### src/rtl/baud_nco_pkg.sv
// Package: field positions of the UART control word used by the baud generator.
// Assumes a 32-bit control word, with the increment in the upper half.
package baud_nco_pkg;
    localparam int CTRL_W       = 32;
    localparam int CTRL_TX_BIT  = 0;
    localparam int CTRL_RX_BIT  = 1;
    localparam int INC_LSB      = 16;
    localparam int INC_W        = 16;
    localparam int INC_MSB      = INC_LSB + INC_W - 1;

    // Extract the phase increment from a control word.
    function automatic logic [INC_W-1:0] ctrl_inc(input logic [CTRL_W-1:0] c);
        return c[INC_MSB:INC_LSB];
    endfunction
endpackage

### src/rtl/nco_phase_acc.sv
// Module: phase accumulator. Adds the increment every enabled cycle and emits
// a registered tick whenever the sum carries out of the accumulator width.
// Assumes run drops to clear: phase returns to zero while run is low.
module nco_phase_acc #(
    parameter int ACC_W = 16
) (
    input  logic             clk,
    input  logic             rst_n,
    input  logic             run,
    input  logic [ACC_W-1:0] inc,
    output logic             tick_o
);
    logic [ACC_W-1:0] phase_q;
    logic [ACC_W:0]   sum;

    // Next phase with the carry in the top bit.
    always_comb begin
        sum = {1'b0, phase_q} + {1'b0, inc};
    end

    // Phase register and carry-derived tick.
    always_ff @(posedge clk) begin
        if (!rst_n || !run) begin
            phase_q <= '0;
            tick_o  <= 1'b0;
        end else begin
            phase_q <= sum[ACC_W-1:0];
            tick_o  <= sum[ACC_W];
        end
    end
endmodule

### src/rtl/strobe_divider.sv
// Module: divides a one-cycle step pulse by MODULUS and emits a registered
// one-cycle strobe in the cycle after every MODULUS-th step.
// Assumes step is a single-cycle pulse; run low clears the count.
module strobe_divider #(
    parameter int MODULUS = 16
) (
    input  logic clk,
    input  logic rst_n,
    input  logic run,
    input  logic step,
    output logic stb_o
);
    localparam int CNT_W = (MODULUS > 1) ? $clog2(MODULUS) : 1;
    localparam bit POW2  = (MODULUS > 1) && ((MODULUS & (MODULUS - 1)) == 0);

    logic [CNT_W-1:0] cnt_q;
    logic [CNT_W-1:0] cnt_next;
    logic             at_last;

    // Terminal count detection.
    assign at_last = (cnt_q == CNT_W'(MODULUS - 1));

    generate
        if (POW2) begin : g_wrap
            // Power-of-two modulus: count wraps by itself.
            always_comb begin
                cnt_next = cnt_q + 1'b1;
            end
        end else begin : g_cmp
            // Other moduli: return to zero at the terminal count.
            always_comb begin
                cnt_next = at_last ? '0 : cnt_q + 1'b1;
            end
        end
    endgenerate

    // Count steps and register the terminal strobe.
    always_ff @(posedge clk) begin
        if (!rst_n || !run) begin
            cnt_q <= '0;
            stb_o <= 1'b0;
        end else begin
            stb_o <= step && at_last;
            if (step) begin
                cnt_q <= cnt_next;
            end
        end
    end
endmodule

### src/rtl/baud_nco_gen.sv
// Module: fractional baud tick generator. Phase accumulator gives the
// oversample tick; two dividers give bit and character strobes.
// Assumes ctrl_word is synchronous to clk; either enable bit runs the chain.
module baud_nco_gen
    import baud_nco_pkg::*;
#(
    parameter int OVERSAMPLE    = 16,
    parameter int BITS_PER_CHAR = 10
) (
    input  logic              clk,
    input  logic              rst_n,
    input  logic [CTRL_W-1:0] ctrl_word,
    output logic              os_tick_o,
    output logic              bit_stb_o,
    output logic              char_stb_o,
    output logic              tx_bit_stb_o,
    output logic              rx_bit_stb_o
);
    logic             tx_en;
    logic             rx_en;
    logic             run;
    logic [INC_W-1:0] inc;

    // Decode the control word.
    always_comb begin
        tx_en = ctrl_word[CTRL_TX_BIT];
        rx_en = ctrl_word[CTRL_RX_BIT];
        run   = tx_en | rx_en;
        inc   = ctrl_inc(ctrl_word);
    end

    nco_phase_acc #(.ACC_W(INC_W)) u_acc (
        .clk    (clk),
        .rst_n  (rst_n),
        .run    (run),
        .inc    (inc),
        .tick_o (os_tick_o)
    );

    strobe_divider #(.MODULUS(OVERSAMPLE)) u_bitdiv (
        .clk   (clk),
        .rst_n (rst_n),
        .run   (run),
        .step  (os_tick_o),
        .stb_o (bit_stb_o)
    );

    strobe_divider #(.MODULUS(BITS_PER_CHAR)) u_chardiv (
        .clk   (clk),
        .rst_n (rst_n),
        .run   (run),
        .step  (bit_stb_o),
        .stb_o (char_stb_o)
    );

    // Per-direction copies of the bit strobe.
    always_comb begin
        tx_bit_stb_o = bit_stb_o & tx_en;
        rx_bit_stb_o = bit_stb_o & rx_en;
    end
endmodule

### config.mk
export PLATFORM = sky130hd
export DESIGN_NAME = baud_nco_gen
export DESIGN_NICKNAME = d
export VERILOG_FILES = /design/src/rtl/baud_nco_pkg.sv /design/src/rtl/nco_phase_acc.sv /design/src/rtl/strobe_divider.sv /design/src/rtl/baud_nco_gen.sv
export SDC_FILE = /design/constraint.sdc
export NUM_CORES = 1
export LEC_CHECK = 0
export BUFFER_PORTS_ARGS = -buffer_cell sky130_fd_sc_hd__clkbuf_2
export CORE_MARGIN = 10
export CORE_UTILIZATION = 47
export DETAILED_ROUTE_END_ITERATION = 8
export PLACE_DENSITY = 0.81
export SLEW_MARGIN = 0
export SYNTH_ARGS = -nofsm -noshare
export SYNTH_HDL_FRONTEND = slang
export SYNTH_SLANG_ARGS = --single-unit
### constraint.sdc
create_clock -name clk -period 2 [get_ports clk]
set_clock_uncertainty 0.05 [all_clocks]
set_input_delay 0 -clock clk [delete_from_list [all_inputs] [get_ports clk]]
set_output_delay 0 -clock clk [all_outputs]
set_load 0.05 [all_outputs]
==> results.md, run 1 <==
• finished clean — result of the run
• 75.09% — worst slew slack as a fraction of its limit
• 1573 um^2 — netlist area before placement
• 0.35 ns — insertion delay to the later sink of the worst-skew pair
• 1400 — vias after detailed routing
• 2 — number of buffers on the longest clock path
• 45.5% — power share of the combinational group
• 0 — Finish-stage setup viols
• 27 — flop and latch count out of synthesis
• 7 — Reg2Reg Depth
• 3128 um^2 — Core ar.
• clkbuf_4 — Root Buffer
• 0% — async set or reset register ratio after synthesis
• 14.07 um — routed len/inst
• 0 — Final Hold Vio Count
• 500.6 MHz — highest achievable clock rate
• 24 — port buffer count
• 1.997 ns — time the worst path needs with I/O delays and setup
• u_acc.phase_q[0]$_SDFF_PP0_ — launch point of the worst reg-to-reg path
• 27 — TritonCTS Sinks
• 8.886 um^2 — average instance area after synthesis
• 0 — Syn. warnings
• 44 — distinct cell type count after synthesis
• 4 — number of detailed-route iterations in the first pass
• met4 — Top Layer Used
• 1.043 mW — Internal Power
• 2.22 ns — Critical Path RT
• 20 — standard-cell row count
• 38.8% — proportion of power drawn by flip-flops and latches
• dfxtp_1 (26), clkbuf_2 (24), nor2_1 (19) — most frequent cells in the layout
• 99.87% — fraction of the cycle the final worst path needs
• 5.385 — Via-to-Cell Ratio
• 50.28% — effective utilization at floorplan
• 39 — I/O pin count
• 0 — DRC violation count after routing
• 1984 um^2 — post-route cell area
• 11.29% — GRT Util Overall
• 0 — GR Overflow Total
• dfxtp_1 — leading area contributor after synthesis
• dfxtp_1 — top_reg_cell synth
• 34.37% — post-synth top area share
• 269 — net count reported at finish
• u_acc.phase_q[6]$_SDFF_PP0_ — worst-case hold path end point
• 3 — critical path peak fanout
• 177 — synthesized instance count
• flop — Setup crit end kind
• 0.003 ns — FF-to-FF setup slack
• 36.45% — switching share of total power
• 0 ns — setup TNS after final layout
• 0.8406 nW — Leakage Power
• 84 — First DRT Iteration DRCs
• flop — critical path launch point type
• ctrl_word[22] — origin of the worst min-delay path
• 1.641 mW — Power Total
• input port to flop — worst min path class
• 63.44% — final core utilization
• 0.8471 — GP Congestion
• 1867 um — routed wl met2
• 2618 um — detailed placer's ending HPWL
• 2.22 ns — crit path DAT
• 0.5981 mW — Switching Power
• 1584 um — Metal-1 WL
• yes — clock tree from TritonCTS
• 0 — number of antenna violations at the first check in global routing
• 229 — syn_nets
• 26.17% — area growth from synthesis to layout
• 5858 um — global-route wire length before repair
• 3657 um — detailed-route wire length
• 34.37% — register area share after synthesis
• dfxtp_1 — most frequent standard cell in the layout excluding fill and tap cells
• 826.8 nW/um^2 — total power per unit cell area
• 77.85 um — Chip Height
• u_acc.phase_q[10]$_SDFF_PP0_ — Critical R2R Capture
• flop to flop — critical path class
• 0 — max-cap violations
• 1 — CTS HTree Levels
• 15.7% — clock power share
• 24 — pin count of the biggest net entering global routing
• 0 — # diodes
• 0 — Max Transition Viols Final
• 6060 um^2 — die footprint
• 0.16 ns — Clk pin slew, worst setup/hold paths
• true — setup repair after global routing missed its margin
• 1399 — number of global-route vias before repair
• 1815 um^2 — post-detailed-placement cell area
• 0.3720 ns — slew at the pin closest to its max-slew limit
• dfxtp_1 (34%), ha_1 (14%), a21oi_1 (5.1%) — top area cells in the synthesized netlist
• 122 um — total length of routed met3 wires
• 0 — Post-DRT Antenna Nets
• 77.85 um — horizontal die dimension
• 0 — number of flops mapped to enable cells by yosys
• 0.3804 mV — peak supply drop
• 3 — number of buffers added by the clock tree synthesis step
• 28.70% — fraction of layout instances using a drive strength above 1
• 4 — worst hold stages
-- power groups by stage --
stage | clock network [mW] | registers, mW | logic (mW)
2_1_floorplan | 0 | 0.643 | 0.466
3_3_place_gp | 0 | 0.638 | 0.632
3_5_place_dp | 0 | 0.642 | 0.645
4_1_cts | 0.264 | 0.633 | 0.693
5_1_grt | 0.279 | 0.643 | 0.816
6_report | 0.257 | 0.637 | 0.747
-- layer usage --
| layer | up-vias | global-route usage, % |
|---|---|---|
| li1 | 728 | - |
| met1 | 642 | 12.27 |
| met2 | 21 | 20.73 |
| met3 | 9 | 1.728 |
| met4 | 0 | 5.474 |
| met5 | - | 0 |
-- synthesized netlist by cell type, drive strengths merged, types with 2 or more instances --
master / instances
a21boi: 2
nor2: 19
nor2b: 3
xor2: 6
a21oi: 16
nand4: 6
o21a: 4
nand3: 3
o21ai: 8
o211ai: 2
clkbuf: 5
o21bai: 2
and2: 4
nor3: 7
mux2i: 2
a21o: 6
dfxtp: 27
nand2: 12
xnor2: 7
ha: 17
-- worst max path at each step --
stage                                            from                            to  slack [ns]
final                     u_acc.phase_q[0]$_SDFF_PP0_  u_acc.phase_q[10]$_SDFF_PP0_       0.003
after global routing      u_acc.phase_q[0]$_SDFF_PP0_  u_acc.phase_q[10]$_SDFF_PP0_       -0.08
after CTS                 u_acc.phase_q[0]$_SDFF_PP0_  u_acc.phase_q[10]$_SDFF_PP0_       -0.06
after detailed placement  u_acc.phase_q[0]$_SDFF_PP0_  u_acc.phase_q[10]$_SDFF_PP0_       -0.13
after global placement    u_acc.phase_q[0]$_SDFF_PP0_       u_acc.tick_o$_SDFF_PP0_       -0.07
after floorplan           u_acc.phase_q[0]$_SDFF_PP0_       u_acc.tick_o$_SDFF_PP0_        0.04
-- cell type report --
type	instances	area, um^2
clock buffers	3	22.52
clock inverters	1	7.507
fillers	254	1144
multi-input cells	145	1112
flip-flops and latches	27	541.8
well taps	44	55.05
repair buffers	40	245.2
-- logic make-up (layout without fill, tap and decap cells) --
group	after synthesis	in the layout	synth area share, %
buffers and inverters	5	44	1.352
adders and majority gates	18	18	14.80
DFF	27	27	34.37
muxes	2	2	1.273
xor gates and xnor gates	13	13	7.240
AOI/OAI and AO/OA	51	51	21.72
and+or+nand+nor	61	61	19.25
-- repair_timing --
item,4_1_cts,5_1_grt
setup buffers,3,0
hold buffers,2,0
setup endpoints to repair,5,8
resized for setup,6,11
hold endpoints to repair,2,0
pin swaps,6,4
gates cloned,0,0
-- critical path, stage by stage, from the launching register on --
cell,delay (ns)
dfxtp_1,0.33
ha_2,0.17
fa_2,0.35
a21o_1,0.21
a311oi_4,0.28
o21bai_1,0.13
a31oi_1,0.19
mux2i_1,0.22
-- sequential cells by signal, summed over array words and instances, names as in the netlist --
signal / flops
u_acc.phase_q: 16
u_acc.tick_o: 1
u_bitdiv.cnt_q: 4
u_bitdiv.stb_o: 1
u_chardiv.cnt_q: 4
u_chardiv.stb_o: 1
-- stage by stage --
stage | hold slack (ns) | cells | setup slack, ns
after global placement | 0.2841 | 251 | -0.06518
after floorplan | 0.1758 | 177 | 0.03803
final | 0.03347 | 260 | 0.002547
after detailed placement | 0.2785 | 251 | -0.1290
after CTS | 0.01553 | 260 | -0.05948
after global routing | 0.06393 | 260 | -0.07841
Power figures use the tool's default switching activity.
==> inputs of run 2 (changes only) <==
- CTS_BUF_LIST: default -> sky130_fd_sc_hd__clkbuf_16
- CTS_CLUSTER_SIZE: default -> 30
==> run 2 against run 1 <==
Net effect:
- the run now ends with setup timing left
- combinational power grew 1%
- core utilization grew 1.4 points
- clock power grew 84%
- first-iteration DRC count grew 55%
- register-to-register slack lost 0.02 ns
- largest cell class unchanged
- die area is the same
- final cell count shrank 0.38%
- sequential share of layout area shrank 0.57 points
- non-clock buffer count shrank 1
- critical path type unchanged
- wire length grew 2.7%
- global-route usage grew 0.21 points
==> results.md, run 2 (synthesis results as in run 1) <==
• dfxtp_1 (26), clkbuf_2 (24), nor2_1 (19) — most frequent cells in the layout
• 69.76% — worst slew slack as a fraction of its limit, -5.3 points
• 39 — I/O pin count, unchanged
• ha_2 -> fa_2 -> a21o_1 -> buf_4 -> a31o_2 -> a21oi_2 -> xor2_1 -> nor2_1 — chain of cells forming the critical path
• 0 — Final Hold Vio Count, unchanged
• input port to flop — worst min path class
• flop — critical path launch point type
• yes — clock tree from TritonCTS
• 20 — standard-cell row count, unchanged
• 0 — DRC violation count after routing, unchanged
• flop to flop — critical path class
• -0.1290 ns — worst setup timing slack at the placement stage, unchanged
• 1394 — number of global-route vias before repair, -0.36%
• 4 — number of detailed-route iterations in the first pass, unchanged
• 1437 — vias after detailed routing, +2.6%
• 921.0 nW/um^2 — total power per unit cell area, +11%
• 3755 um — detailed-route wire length, +2.7%
• 0.07 ns — Clk pin slew, worst setup/hold paths, -0.09 ns
• 495.9 MHz — highest achievable clock rate, -0.94%
• 2.016 ns — time the worst path needs with I/O delays and setup, +0.01894 ns
• 3 — number of buffers added by the clock tree synthesis step, unchanged
• 24 — port buffer count, unchanged
• true — setup repair after global routing missed its margin
• 0 — number of antenna violations at the first check in global routing, unchanged
• 5954 um — global-route wire length before repair, +1.6%
• 0.4495 ns — slew at the pin closest to its max-slew limit, +0.07750 ns
• 2618 um — detailed placer's ending HPWL, unchanged
• 6060 um^2 — die footprint, unchanged
• fa_2 — master of the slowest instance on the critical path
• flop — Setup crit end kind
• 64.80% — final core utilization, +1.4 points
• 2.11 ns — Critical Path RT, -0.11 ns
• 0 — # diodes, unchanged
• 268 — net count reported at finish, -0.37%
• clkbuf_16 — Root Buffer
• 0 — Max Transition Viols Final, unchanged
• 50.28% — effective utilization at floorplan, unchanged
• 3128 um^2 — Core ar., unchanged
• 28.88% — area growth from synthesis to layout
• 0.27 ns — insertion delay to the later sink of the worst-skew pair, -0.08 ns
• 0.8675 nW — Leakage Power, +3.2%
• 16 — max FFs per register, unchanged
• 77.85 um — Chip Height, unchanged
• 24 — pin count of the biggest net entering global routing, unchanged
• 0 — max-cap violations, unchanged
• 77.85 um — horizontal die dimension, unchanged
• -0.01640 ns — post-route setup slack, -0.01894 ns
• 5.548 — Via-to-Cell Ratio, +3.0%
• 2.12 ns — crit path DAT, -0.10 ns
• 0.36 ns — Worst path max stage delay, about the same
• dfxtp_1 — most frequent standard cell in the layout excluding fill and tap cells
• 11.50% — GRT Util Overall, +0.21 points
• 0 — GR Overflow Total, unchanged
• setup timing — failing checks
• 29.30% — fraction of layout instances using a drive strength above 1, +0.60 points
• 0.3989 mV — peak supply drop, +4.9%
• 1 — Buffers & Inverters on Critical Path, +1
• 130 — First DRT Iteration DRCs, +55%
• u_acc.phase_q — register bank with the most flops
• 2 — number of buffers on the longest clock path, unchanged
• 100.8% — fraction of the cycle the final worst path needs, +0.95 points
• 0.8471 — GP Congestion, unchanged
• 27 — TritonCTS Sinks, unchanged
• 1 — CTS HTree Levels, unchanged
• 2 — Finish-stage setup viols, +2
• compound AO/OA/AOI/OAI gates — top cell family by delay on the critical path
• 1115 um^2 — area of combinational cells with multiple inputs, +0.22%
• 541.8 um^2 — combined flip-flop and latch cell area, unchanged
• finished with violations — result of the run
• 0 — Post-DRT Antenna Nets, unchanged
• u_acc.phase_q: 16 flops, u_bitdiv.cnt_q: 4 flops, u_chardiv.cnt_q: 4 flops — Top Registers
• 2 — critical path peak fanout, -1
• 245 — Filler Cells Inserted, -3.5%
• 14.50 um — routed len/inst, +3.1%
run 2: worst paths after layout:
path                                        from                     endpoint  slack, ns  depth (start not counted)
setup / recovery     u_acc.phase_q[0]$_SDFF_PP0_  u_acc.phase_q[6]$_SDFF_PP0_      -0.02                          8
hold / removal                     ctrl_word[16]  u_acc.phase_q[0]$_SDFF_PP0_       0.04                          3
hold reg to reg   u_bitdiv.cnt_q[3]$_SDFFE_PP0P_    u_bitdiv.stb_o$_SDFF_PP0_       0.40                          2
setup reg to reg     u_acc.phase_q[0]$_SDFF_PP0_  u_acc.phase_q[6]$_SDFF_PP0_      -0.02                          8
run 2: stage by stage:
| step | std cells | total power, mW | area [um^2] | hold WS, ns | TNS (ns) |
|---|---|---|---|---|---|
| 3_3_place_gp | 251 | 1.270 | 1815 | 0.2841 | -0.1063 |
| 5_1_grt | 259 | 1.963 | 2027 | 0.06579 | -0.2552 |
| 2_1_floorplan | 177 | 1.109 | 1579 | 0.1758 | 0 |
| 4_1_cts | 258 | 1.789 | 1934 | 0.04128 | -0.04878 |
| 6_report | 259 | 1.867 | 2027 | 0.03891 | -0.02111 |
| 3_5_place_dp | 251 | 1.287 | 1815 | 0.2785 | -0.2343 |
run 2: worst min-delay path, delay by kind of cell:
kind	cells	cell delay (ns)
adder cells (fa/ha/maj)	1	0.14
AND/OR/NAND/NOR	1	0.10
buffers and inverters	1	0.08
run 2: cell type report:
cell class | instances | area share, %
Multi-Input combinational cell | 145 | 55.00
Sequential cell | 27 | 26.73
Timing Repair Buffer | 39 | 11.48
Clock buffer | 3 | 3.704
Tap cell | 44 | 2.716
Clock inverter | 1 | 0.3704
run 2: timing repair:
item                       CTS  global route
cloned                       0             0
setup endpoints to repair    4            10
pin swaps                    6             6
hold buffers                 0             0
resized for setup            4            13
setup buffers                3             1
run 2: metal layers:
metal,vias up,wire (um),track usage [%]
met2,27,1873,20.98
met4,0,83,5.474
li1,726,-,-
met1,677,1627,12.66
met3,7,170,1.728
met5,-,0,0
run 2: power breakdown:
| part | switching, mW | total, mW | internal [mW] |
|---|---|---|---|
| Combinational | 0.395 | 0.758 | 0.363 |
| Clock | 0.200 | 0.472 | 0.272 |
| Sequential | 0.0316 | 0.637 | 0.605 |
